### src/rtl/vctl_pkg.sv
package vctl_pkg;

  typedef enum logic [3:0] {
    FN_WSTAT  = 4'b1010,
    FN_PSTAT  = 4'b1011,
    FN_PREF   = 4'b1100,
    FN_LEFT   = 4'b1101,
    FN_RIGHT  = 4'b1110,
    FN_TEST   = 4'b1111,
    FN_BOTH   = 4'b1001,
    FN_ILEFT  = 4'b0101,
    FN_IRIGHT = 4'b0110,
    FN_IBOTH  = 4'b0111
  } fn_e;

  typedef struct packed {
    logic pref;
    logic left;
    logic right;
    logic test;
    logic instant;
  } wr_ctl_t;

  function automatic wr_ctl_t decode_wr(input logic [3:0] fn);
    wr_ctl_t c;
    c = '0;
    case (fn)
      FN_PREF:   c.pref = 1'b1;
      FN_LEFT:   c.left = 1'b1;
      FN_RIGHT:  c.right = 1'b1;
      FN_TEST:   c.test = 1'b1;
      FN_BOTH:   begin c.left = 1'b1; c.right = 1'b1; end
      FN_ILEFT:  begin c.left = 1'b1; c.instant = 1'b1; end
      FN_IRIGHT: begin c.right = 1'b1; c.instant = 1'b1; end
      FN_IBOTH:  begin c.left = 1'b1; c.right = 1'b1; c.instant = 1'b1; end
      default:   c = '0;
    endcase
    return c;
  endfunction

endpackage

### src/rtl/vctl_sync.sv
module vctl_sync #(
  parameter int   STAGES = 2,
  parameter logic RST_VAL = 1'b0
) (
  input  logic clk,
  input  logic rst_n,
  input  logic d,
  output logic q
);
  logic [STAGES-1:0] chain;

  generate
    for (genvar g = 0; g < STAGES; g++) begin : g_stage
      if (g == 0) begin : g_first
        always_ff @(posedge clk or negedge rst_n)
          if (!rst_n) chain[0] <= RST_VAL;
          else        chain[0] <= d;
      end else begin : g_next
        always_ff @(posedge clk or negedge rst_n)
          if (!rst_n) chain[g] <= RST_VAL;
          else        chain[g] <= chain[g-1];
      end
    end
  endgenerate

  assign q = chain[STAGES-1];
endmodule

### src/rtl/vctl_frame.sv
module vctl_frame #(
  parameter int ADDR_W = 8,
  parameter int DATA_W = 8,
  localparam int FRAME = ADDR_W + DATA_W,
  localparam int CNT_W = $clog2(FRAME + 1)
) (
  input  logic              clk,
  input  logic              rst_n,
  input  logic              sclk_s,
  input  logic              csn_s,
  input  logic              sdat_s,
  input  logic              rd_ok,
  input  logic [DATA_W-1:0] rd_byte,
  output logic [FRAME-1:0]  shreg,
  output logic [CNT_W-1:0]  cnt,
  output logic              done,
  output logic              tx_bit,
  output logic              tx_en
);
  localparam logic [CNT_W-1:0] LAST   = CNT_W'(FRAME - 1);
  localparam logic [CNT_W-1:0] FULL   = CNT_W'(FRAME);
  localparam logic [CNT_W-1:0] AD_END = CNT_W'(ADDR_W);

  logic              sclk_d;
  logic              rise, fall;
  logic [DATA_W-1:0] tx;

  assign rise   = sclk_s & ~sclk_d;
  assign fall   = ~sclk_s & sclk_d;
  assign tx_bit = tx[DATA_W-1];

  always_ff @(posedge clk or negedge rst_n) begin
    if (!rst_n) begin
      sclk_d <= 1'b0;
      shreg  <= '0;
      cnt    <= '0;
      done   <= 1'b0;
      tx     <= '0;
      tx_en  <= 1'b0;
    end else begin
      sclk_d <= sclk_s;
      done   <= 1'b0;
      if (csn_s) begin
        cnt   <= '0;
        tx_en <= 1'b0;
      end else begin
        if (rise && cnt != FULL) begin
          shreg <= {shreg[FRAME-2:0], sdat_s};
          cnt   <= cnt + 1'b1;
          if (cnt == LAST) done <= 1'b1;
        end
        if (fall && cnt == AD_END && rd_ok) begin
          tx    <= rd_byte;
          tx_en <= 1'b1;
        end else if (fall && tx_en && cnt > AD_END) begin
          tx <= {tx[DATA_W-2:0], 1'b0};
        end
      end
    end
  end
endmodule

### src/rtl/vctl_regs.sv
module vctl_regs
  import vctl_pkg::*;
#(
  parameter int              DATA_W   = 8,
  parameter int              ST_W     = 2,
  parameter logic [DATA_W-1:0] PREF_RST = '1
) (
  input  logic              clk,
  input  logic              rst_n,
  input  logic              commit,
  input  logic [3:0]        wr_fn,
  input  logic [DATA_W-1:0] wr_data,
  input  logic [3:0]        rd_fn,
  input  logic              rd_dir,
  input  logic [ST_W-1:0]   busy_i,
  input  logic [ST_W-1:0]   peak_i,
  output logic              rd_ok,
  output logic [DATA_W-1:0] rd_byte,
  output logic [DATA_W-1:0] gain_l,
  output logic [DATA_W-1:0] gain_r,
  output logic [DATA_W-1:0] pref,
  output logic [DATA_W-1:0] test,
  output logic              ld_valid,
  output logic              ld_left,
  output logic              ld_right,
  output logic              ld_instant
);
  wr_ctl_t wc;
  assign wc = decode_wr(wr_fn);

  always_ff @(posedge clk or negedge rst_n) begin
    if (!rst_n) begin
      gain_l     <= '0;
      gain_r     <= '0;
      pref       <= PREF_RST;
      test       <= '0;
      ld_valid   <= 1'b0;
      ld_left    <= 1'b0;
      ld_right   <= 1'b0;
      ld_instant <= 1'b0;
    end else begin
      ld_valid <= commit & (wc.left | wc.right);
      if (commit) begin
        ld_left    <= wc.left;
        ld_right   <= wc.right;
        ld_instant <= wc.instant;
        if (wc.left)  gain_l <= wr_data;
        if (wc.right) gain_r <= wr_data;
        if (wc.pref)  pref   <= wr_data;
        if (wc.test)  test   <= wr_data;
      end
    end
  end

  always_comb begin
    rd_ok   = rd_dir;
    rd_byte = '0;
    case (rd_fn)
      FN_WSTAT: rd_byte = {{(DATA_W-ST_W){1'b0}}, busy_i};
      FN_PSTAT: rd_byte = {{(DATA_W-ST_W){1'b0}}, peak_i};
      FN_PREF:  rd_byte = pref;
      FN_LEFT:  rd_byte = gain_l;
      FN_RIGHT: rd_byte = gain_r;
      FN_TEST:  rd_byte = test;
      default:  rd_ok = 1'b0;
    endcase
  end
endmodule

### src/rtl/vctl_serial_slave.sv
module vctl_serial_slave #(
  parameter int ADDR_W   = 8,
  parameter int DATA_W   = 8,
  parameter int SYNC_LEN = 2,
  parameter int ST_W     = 2,
  localparam int FRAME   = ADDR_W + DATA_W,
  localparam int CNT_W   = $clog2(FRAME + 1)
) (
  input  logic              clk,
  input  logic              rst_n,
  input  logic              sclk_i,
  input  logic              csn_i,
  input  logic              sdat_i,
  output logic              sdat_o,
  output logic              sdat_oe,
  input  logic [ST_W-1:0]   busy_i,
  input  logic [ST_W-1:0]   peak_i,
  output logic [DATA_W-1:0] gain_left_o,
  output logic [DATA_W-1:0] gain_right_o,
  output logic [DATA_W-1:0] peak_ref_o,
  output logic [DATA_W-1:0] test_o,
  output logic              ld_valid_o,
  output logic              ld_left_o,
  output logic              ld_right_o,
  output logic              ld_instant_o
);
  logic              sclk_s, csn_s, sdat_s;
  logic [FRAME-1:0]  shreg;
  logic [CNT_W-1:0]  frame_cnt;
  logic              done, tx_en, rd_ok;
  logic [DATA_W-1:0] rd_byte;
  logic [ADDR_W-1:0] addr_full, addr_live;
  logic              commit;

  vctl_sync #(.STAGES(SYNC_LEN), .RST_VAL(1'b0)) u_sync_clk (
    .clk(clk), .rst_n(rst_n), .d(sclk_i), .q(sclk_s));
  vctl_sync #(.STAGES(SYNC_LEN), .RST_VAL(1'b1)) u_sync_cs (
    .clk(clk), .rst_n(rst_n), .d(csn_i), .q(csn_s));
  vctl_sync #(.STAGES(SYNC_LEN), .RST_VAL(1'b0)) u_sync_dat (
    .clk(clk), .rst_n(rst_n), .d(sdat_i), .q(sdat_s));

  vctl_frame #(.ADDR_W(ADDR_W), .DATA_W(DATA_W)) u_frame (
    .clk(clk), .rst_n(rst_n), .sclk_s(sclk_s), .csn_s(csn_s),
    .sdat_s(sdat_s), .rd_ok(rd_ok), .rd_byte(rd_byte),
    .shreg(shreg), .cnt(frame_cnt), .done(done),
    .tx_bit(sdat_o), .tx_en(tx_en));

  assign addr_full = shreg[FRAME-1:DATA_W];
  assign addr_live = shreg[ADDR_W-1:0];
  assign commit    = done & ~addr_full[2];

  vctl_regs #(.DATA_W(DATA_W), .ST_W(ST_W)) u_regs (
    .clk(clk), .rst_n(rst_n), .commit(commit),
    .wr_fn(addr_full[6:3]), .wr_data(shreg[DATA_W-1:0]),
    .rd_fn(addr_live[6:3]), .rd_dir(addr_live[2]),
    .busy_i(busy_i), .peak_i(peak_i),
    .rd_ok(rd_ok), .rd_byte(rd_byte),
    .gain_l(gain_left_o), .gain_r(gain_right_o),
    .pref(peak_ref_o), .test(test_o),
    .ld_valid(ld_valid_o), .ld_left(ld_left_o),
    .ld_right(ld_right_o), .ld_instant(ld_instant_o));

  assign sdat_oe = tx_en & ~csn_i;
endmodule

### config.mk
export PLATFORM = sky130hd
export DESIGN_NAME = vctl_serial_slave
export DESIGN_NICKNAME = d
export VERILOG_FILES = /design/src/rtl/vctl_pkg.sv /design/src/rtl/vctl_sync.sv /design/src/rtl/vctl_frame.sv /design/src/rtl/vctl_regs.sv /design/src/rtl/vctl_serial_slave.sv
export SDC_FILE = /design/constraint.sdc
export NUM_CORES = 1
export LEC_CHECK = 0
export BUFFER_PORTS_ARGS = -buffer_cell sky130_fd_sc_hd__clkbuf_2
export CORE_UTILIZATION = 61
export CTS_BUF_LIST = sky130_fd_sc_hd__clkbuf_8 sky130_fd_sc_hd__clkbuf_16
export CTS_CLUSTER_DIAMETER = 80
export CTS_CLUSTER_SIZE = 8
export DETAILED_ROUTE_END_ITERATION = 7
export HOLD_SLACK_MARGIN = 0.1
export PLACE_DENSITY = 0.88
export SLEW_MARGIN = 15
export SYNTH_ARGS = -nofsm -noshare
export SYNTH_HDL_FRONTEND = slang
export SYNTH_SLANG_ARGS = --single-unit
### constraint.sdc
create_clock -name clk -period 3.44 [get_ports clk]
set_input_delay 0.516 -clock clk [delete_from_list [all_inputs] [get_ports clk]]
set_output_delay 0.516 -clock clk [all_outputs]
set_load 0.05 [all_outputs]
==> run_results.csv, run 1 <==
group,metric,value,unit
placement,numPortBuffers,46,
global_routing,grtUsageMet2,0.403,
global_routing,grt_pass1_vias,2101,
clock_tree,cts.reportedPaths.clkPinSlew,70,ps
sta,drv_slew,0,
drt,vias_per_cell,5.73,
flow_run,maxCapViolCount,0,
outcome,outcome,"finished, final reports clean",
global_routing,use_met3,0.0913,
sta,post-route-min-period,2250,ps
synthesis,synth-seq-cells,73,
sta,worstMarginPinSlew,833,ps
global_routing,antenna_found_initial,0,
placement,gp_congestion,0.779,
floorplanning,start_util,0.642,
sta,setup_viol,0,
worst_setup_path,worst-setup-path-type,"reg -> reg",
clock_tree,clk_latency,350,ps
clock_tree,ctsHoldBuffers,0,
sta,rsz0062_at_grt,"false",
clock_tree,post_cts_resized,0,
clock_tree,post_cts_buffers,0,
hold_path,min_path_type,"in -> async",
cells_and_area,fin_nets,303,
sta,min_period_over_period,0.655,
synthesis,synth_cell_types,45,
cells_and_area,multi_input_area,0.00136,mm²
global_routing,grt_usage,0.259,
cells_and_area,drive_gt1_frac,0.456,
power_and_ir_drop,power_frac_seq,0.536,
sta,setup_tns,0,ps
global_routing,grt_max_degree,51,
worst_setup_path,reg2reg_depth,4,
worst_setup_path,cp-startpoint,"u_frame.shreg[4]",
worst_setup_path,cp.required,3710,ps
placement,dp_worst_setup_slack,1230,ps
clock_tree,root_buffer,"clkbuf_8",
clock_tree,cts_buffers,9,
sta,fin_ws,1190,ps
synthesis,synth_nets,257,
power_and_ir_drop,peakVddDrop,0.325,mV
floorplanning,ioPinCount,47,
cells_and_area,utilization,0.735,
worst_setup_path,cp-end-kind,"flip-flop",
cells_and_area,register_area,0.00184,mm²
cells_and_area,area_growth,14.3,%
floorplanning,chipHeight,75.8,µm
synthesis,synth_warnings,0,
clock_tree,tritoncts,"done",
worst_setup_path,worstPathArrival,2520,ps
drt,drt_iter0_drc,125,
worst_setup_path,crit_fanout,19,
drt,postRouteWirelength,6.52,mm
drt,wl_per_cell,17.8,µm
synthesis,syn_avg_cell_area,13.6,µm²
drt,ant_nets,0,
power_and_ir_drop,p_switching,0.000515,W
power_and_ir_drop,p_int,0.00143,W
worst_setup_path,critPathLaunchType,"flip-flop",
sta,hold_viol_final,0,
power_and_ir_drop,clkPwrFrac,0.375,
placement,place_hpwl,4.42,mm
drt,firstDrtPassIters,6,
power_and_ir_drop,swShare,0.265,
worst_setup_path,regToRegSetupSlack,1190,ps
power_and_ir_drop,power_density,513,mW/mm²
cells_and_area,antenna_cells,0,
global_routing,grt.met1_usage,0.350,
power_and_ir_drop,leakagePower,1.83,nW
sta,slew_headroom,0.443,
synthesis,synth_area,0.00332,mm²
sta,fmax,0.444,GHz
drt,drcViolationCount,0,
clock_tree,cts_max_level,3,
worst_setup_path,regToRegStartpoint,"u_frame.shreg[4]",
power_and_ir_drop,combPwrFrac,0.089,
synthesis,synthCells,245,
worst_setup_path,r2r_end,"u_frame.tx[2]",
floorplanning,fp.dieW,75.8,µm
global_routing,grt_pass1_wl,10.6,mm
floorplanning,rows,26,
global_routing,busiest_layer,"met2",
sta,skew,7.91,ps
synthesis,ys_seq_area_frac,0.553,
floorplanning,core-area,0.00517,mm²
floorplanning,die-area,0.00575,mm²
clock_tree,clk_path_buf_depth,2,
clock_tree,cts_num_sinks,73,
drt,vias,2098,
global_routing,gr-total-overflow,0,
cells_and_area,fillCellCount,341,
[cells by family after synthesis]
family | share of synthesized area
adders and majority gates | 0.0113
DFF | 0.553
AOI/OAI and AO/OA | 0.0749
xor gates and xnor gates | 0.00791
and+or+nand+nor | 0.0866
buffers and inverters | 0.0380
muxes | 0.228
[stage by stage]
step,total power [W],instance area [µm²],hold slack (ps),std cells
after floorplan,0.00118,3320,220,245
after global placement,0.00122,3580,334,350
after detailed placement,0.00123,3580,340,350
after CTS,0.00197,3800,243,366
after global routing,0.00203,3800,214,366
final,0.00195,3800,166,366
[placed cells by master, fill, tap and decap left out, types with 2 or more instances in the layout]
cell / count
a21o_1: 2
a21oi_1: 3
and3_1: 2
buf_4: 4
bufinv_16: 2
clkbuf_2: 45
clkbuf_8: 9
clkinv_4: 2
dfrtp_1: 63
dfstp_2: 10
ha_1: 3
inv_1: 12
mux2_2: 38
mux2_4: 8
mux2i_1: 4
mux4_2: 7
nand2_1: 10
nand2b_1: 6
nand3_1: 7
nand3b_1: 3
nand4_1: 2
nor2_1: 9
nor2b_1: 4
nor3_1: 2
o211ai_1: 8
o211ai_2: 6
o21ai_0: 2
o31a_1: 2
or4_1: 2
xnor2_1: 2
[power groups by stage]
stage          clock (W)  combinational, W  sequential, W
2_1_floorplan          0          0.000234       0.000949
3_5_place_dp           0          0.000173        0.00106
4_1_cts         0.000750          0.000176        0.00104
3_3_place_gp           0          0.000168        0.00105
6_report        0.000731          0.000174        0.00104
5_1_grt         0.000779          0.000187        0.00106
[how the worst max path moves through the flow]
| stage | endpoint | slack (ps) | depth (start not counted) |
|---|---|---|---|
| after floorplan | u_frame.shreg[5] | 1590 | 8 |
| after global placement | u_frame.tx[2] | 1310 | 4 |
| after detailed placement | u_frame.tx[2] | 1230 | 4 |
| after CTS | u_frame.tx[2] | 1200 | 4 |
| after global routing | u_frame.tx[2] | 1080 | 4 |
| final | u_frame.tx[2] | 1190 | 4 |
[synth_stat cells]
cell type / n / area (µm²)
o21ai_2: 1 / 8.76
and3_1: 2 / 12.5
nand3_1: 7 / 35.0
clkbuf_1: 3 / 11.3
buf_4: 1 / 7.51
nor3_1: 2 / 10.0
and2_1: 1 / 6.26
nor2b_1: 4 / 25.0
o31ai_1: 1 / 7.51
a21oi_2: 1 / 8.76
inv_1: 11 / 41.3
dfstp_2: 10 / 263
o311a_1: 1 / 10.0
mux2i_1: 4 / 40.0
mux2_2: 38 / 428
a21o_1: 2 / 15.0
o31a_1: 2 / 17.5
o211ai_2: 6 / 75.1
buf_2: 5 / 25.0
or3_1: 1 / 6.26
mux2_1: 1 / 11.3
xnor2_1: 2 / 17.5
buf_6: 3 / 33.8
buf_1: 2 / 7.51
or2_1: 1 / 6.26
or4_1: 2 / 15.0
o21ai_1: 1 / 5.00
a211oi_1: 1 / 7.51
mux4_2: 7 / 158
nand4b_1: 1 / 8.76
o211ai_1: 8 / 60.1
a2111oi_0: 1 / 8.76
mux2_4: 8 / 120
o21ai_0: 2 / 10.0
a21oi_1: 3 / 15.0
nand4bb_1: 1 / 11.3
nand3b_1: 3 / 22.5
nand2b_1: 6 / 37.5
nand4_1: 2 / 12.5
nor2_1: 9 / 33.8
nor3b_1: 1 / 7.51
dfrtp_1: 63 / 1580
ha_1: 3 / 37.5
nand2_1: 10 / 37.5
xor2_1: 1 / 8.76
[layout make-up]
| cell class | count | share of cell area |
|---|---|---|
| Sequential cell | 73 | 0.484 |
| Multi-Input combinational cell | 147 | 0.357 |
| Timing Repair Buffer | 49 | 0.0672 |
| Clock buffer | 9 | 0.0326 |
| Clock inverter | 7 | 0.0250 |
| Tap cell | 70 | 0.0230 |
| Inverter | 11 | 0.0109 |
[registers in the layout (all words and copies together), names as in the netlist, 5 cells and up]
| register | cells |
|---|---|
| u_frame.shreg | 15 |
| u_regs.pref | 8 |
| u_frame.cnt | 5 |
| u_frame.tx | 8 |
| u_regs.gain_l | 8 |
| u_regs.gain_r | 8 |
| u_regs.test | 8 |
[per-layer routing]
metal / part of all wire / vias to the layer above / wire, µm
met4: 0.010 / 0 / 68
li1: - / 980 / -
met5: 0 / - / 0
met1: 0.45 / 1068 / 2940
met2: 0.50 / 40 / 3250
met3: 0.040 / 10 / 260
[critical path, stage by stage, from the launching register on]
cell      delay, ps
dfrtp_1         740
nor2_1          110
or4_1           670
or2_1           420
o211ai_2        220
Note: power is estimated with default switching activity, not from simulation.
==> inputs of run 2 (changes only) <==
--- a/config.mk
+++ b/config.mk
@@ -5,14 +5,15 @@
 export SDC_FILE = /design/constraint.sdc
 export NUM_CORES = 1
 export LEC_CHECK = 0
+export ABC_AREA = 1
 export BUFFER_PORTS_ARGS = -buffer_cell sky130_fd_sc_hd__clkbuf_2
-export CORE_UTILIZATION = 61
+export CORE_UTILIZATION = 57
 export CTS_BUF_LIST = sky130_fd_sc_hd__clkbuf_8 sky130_fd_sc_hd__clkbuf_16
 export CTS_CLUSTER_DIAMETER = 80
 export CTS_CLUSTER_SIZE = 8
 export DETAILED_ROUTE_END_ITERATION = 7
 export HOLD_SLACK_MARGIN = 0.1
-export PLACE_DENSITY = 0.88
+export PLACE_DENSITY = 0.83
 export SLEW_MARGIN = 15
 export SYNTH_ARGS = -nofsm -noshare
 export SYNTH_HDL_FRONTEND = slang
==> constraint.sdc (replaced) <==
create_clock -name clk -period 2.34 [get_ports clk]
set_input_delay 0.351 -clock clk [delete_from_list [all_inputs] [get_ports clk]]
set_output_delay 0.351 -clock clk [all_outputs]
set_load 0.05 [all_outputs]
==> run_results.csv, run 2 <==
group,metric,value,unit
clock_tree,cts_max_level,3,
sta,skew,15.0,ps
worst_setup_path,crit_slowest_cell,"nor2_4",
cells_and_area,utilization,0.696,
synthesis,synth-edff-count,0,
sta,slew_headroom,0.380,
clock_tree,post_cts_resized,0,
floorplanning,start_util,0.598,
worst_setup_path,worst-setup-path-type,"reg -> reg",
synthesis,synth_nets,405,
worst_setup_path,crit_fanout,33,
clock_tree,post_cts_buffers,0,
hold_path,min_path_cells,1,
synthesis,synth_cell_types,27,
global_routing,grt_usage,0.283,
worst_setup_path,critPathLaunchType,"flip-flop",
floorplanning,rows,27,
worst_setup_path,crit_buf_inv,2,
cells_and_area,final_cell_mix,"122 x nand2_1, 63 x dfrtp_1, 52 x o21ai_0",
worst_setup_path,reg2reg_depth,9,
floorplanning,ioPinCount,47,
drt,vias,2894,
drt,drt_iter0_drc,347,
drt,wl_per_cell,14.9,µm
worst_setup_path,crit_chain,"inv_1 -> ha_1 -> nand2_1 -> inv_1 -> nand3_1 -> nand2_2 -> nor2_4 -> nand2_1 -> o21a_1",
global_routing,gr-total-overflow,0,
sta,post-route-min-period,1840,ps
placement,gp_congestion,0.921,
hold_path,hp-start,"sclk_i",
clock_tree,cts_num_sinks,73,
synthesis,synth_largest_area_cell,"dfrtp_1",
sta,min_period_over_period,0.785,
clock_tree,cts.reportedPaths.clkPinSlew,80,ps
synthesis,synth_area,0.00334,mm²
clock_tree,clk_latency,350,ps
cells_and_area,mostFrequentLayoutCell,"nand2_1",
synthesis,ys_seq_area_frac,0.551,
worst_setup_path,regToRegStartpoint,"u_frame.cnt[0]",
cells_and_area,antenna_cells,0,
cells_and_area,area_growth,16.2,%
global_routing,antenna_found_initial,0,
synthesis,synth_top_cells_by_count,"122 x nand2_1, 63 x dfrtp_1, 52 x o21ai_0, 41 x inv_1, 25 x nor2_1",
global_routing,grt_max_degree,74,
clock_tree,root_buffer,"clkbuf_8",
drt,drcViolationCount,0,
sta,worstMarginPinSlew,928,ps
synthesis,syn_avg_cell_area,8.49,µm²
hold_path,min_delay_worst_endpoint,"u_sync_clk.chain[0]",
worst_setup_path,cp-end-kind,"flip-flop",
sta,rsz0062_at_grt,"false",
clock_tree,tritoncts,"done",
clock_tree,cts_buffers,9,
cells_and_area,drive_gt1_frac,0.214,
sta,drv_slew,0,
sta,hold_viol_final,0,
worst_setup_path,cp.required,2570,ps
cells_and_area,register_area,0.00184,mm²
synthesis,synthDominantCellAreaShare,0.473,
global_routing,grt_pass1_vias,2818,
synthesis,ys_async_sr_fraction,1.00,
power_and_ir_drop,power_density,734,mW/mm²
synthesis,synth_most_common_cell,"nand2_1",
sta,fmax,0.544,GHz
floorplanning,chipHeight,78.5,µm
power_and_ir_drop,peakVddDrop,0.527,mV
worst_setup_path,regToRegSetupSlack,500,ps
drt,ant_nets,0,
cells_and_area,fin_nets,455,
worst_setup_path,crit_family,"simple AND/OR/NAND/NOR gates",
synthesis,synth.area.top_cells,"dfrtp_1 47%, nand2_1 14%, dfstp_2 7.9%, o21ai_0 7.8%, inv_1 4.6%",
cells_and_area,fillCellCount,417,
cells_and_area,largest_register_ffs,15,
power_and_ir_drop,leakagePower,1.92,nW
drt,postRouteWirelength,7.74,mm
synthesis,synthCells,393,
clock_tree,ctsHoldBuffers,3,
hold_path,min_path_type,"in -> reg",
flow_run,maxCapViolCount,0,
drt,vias_per_cell,5.57,
synthesis,synth_warnings,0,
clock_tree,clk_path_buf_depth,2,
sta,setup_tns,0,ps
synthesis,yosys_most_used_dff,"dfrtp_1",
worst_setup_path,r2r_end,"u_frame.shreg[9]",
synthesis,synth-seq-cells,73,
placement,numPortBuffers,46,
placement,place_hpwl,5.22,mm
cells_and_area,max_flop_register,"u_frame.shreg",
floorplanning,core-area,0.00557,mm²
cells_and_area,multi_input_area,0.00125,mm²
sta,setup_viol,0,
worst_setup_path,slowest_delay,470,ps
outcome,outcome,"finished, final reports clean",
worst_setup_path,worstPathArrival,2070,ps
drt,firstDrtPassIters,6,
floorplanning,fp.dieW,78.5,µm
floorplanning,die-area,0.00616,mm²
global_routing,grt_pass1_wl,13.2,mm
run 2: cell count changes in the layout (fill, tap and decap cells not counted), sizes merged, moves of 3 or more:
| cell | previous run | this run |
|---|---|---|
| inv | 13 | 45 |
| nor2 | 9 | 32 |
| nor2b | 4 | 0 |
| o211ai | 14 | 1 |
| nand2b | 6 | 0 |
| o21ai | 4 | 61 |
| nand2 | 10 | 125 |
| mux4 | 7 | 0 |
| nand3 | 7 | 22 |
| mux2i | 4 | 0 |
| dlygate4sd3 | 0 | 3 |
| mux2 | 47 | 0 |
| nand4 | 2 | 9 |
| nand3b | 3 | 0 |
run 2: through the flow:
stage	std cells	hold slack (ps)	power [W]	area, µm²	worst slack, ps
4_1_cts	520	102	0.00285	3880	483
5_1_grt	520	106	0.00294	3880	279
2_1_floorplan	393	55.4	0.00155	3340	935
3_3_place_gp	501	333	0.00164	3600	639
6_report	520	110	0.00284	3880	502
3_5_place_dp	501	337	0.00165	3600	510
run 2: per-layer routing:
layer / GRT usage / up-vias / routed length, µm
met1: 0.394 / 1388 / 3460
li1: - / 1352 / -
met4: 0.161 / 0 / 230
met2: 0.424 / 132 / 3640
met3: 0.0407 / 22 / 413
met5: 0 / - / 0
run 2: worst reg2reg max path: cells and delay by family, from the launching register on:
| kind | cells | cell delay [ps] |
|---|---|---|
| simple gates | 5 | 890 |
| flops | 1 | 380 |
| fa+ha+maj | 1 | 190 |
| buf+inv | 2 | 140 |
| compound gates | 1 | 130 |
run 2: worst max path at each step:
stage,startpoint,to,slack (ps),depth (start not counted)
2_1_floorplan,u_frame.cnt[0],u_frame.tx[7],930,10
3_3_place_gp,u_frame.cnt[0],u_frame.shreg[9],640,9
3_5_place_dp,u_frame.cnt[0],u_frame.shreg[9],510,9
4_1_cts,u_frame.cnt[0],u_frame.shreg[9],480,9
5_1_grt,u_frame.cnt[0],u_frame.cnt[1],280,9
6_report,u_frame.cnt[0],u_frame.shreg[9],500,9
run 2: cell families after synthesis:
logic type,after synthesis,synth area share
AND/OR/NAND/NOR,191,0.246
flip-flops,73,0.551
AO/OA/AOI/OAI,69,0.117
adder cells (fa/ha/maj),3,0.0113
buffers and inverters,57,0.0746
run 2: area by class of cell:
class	count	share of cell area
Multi-Input combinational cell	263	0.322
Tap cell	72	0.0232
Clock inverter	6	0.0274
Sequential cell	73	0.474
Inverter	45	0.0436
Clock buffer	10	0.0355
Timing Repair Buffer	51	0.0742
run 2: power by group:
| group | internal, W | switching [W] |
|---|---|---|
| combinational | 0.0000598 | 0.000189 |
| sequential | 0.00133 | 0.0000661 |
| clock | 0.000732 | 0.000472 |
| total | 0.00212 | 0.000727 |
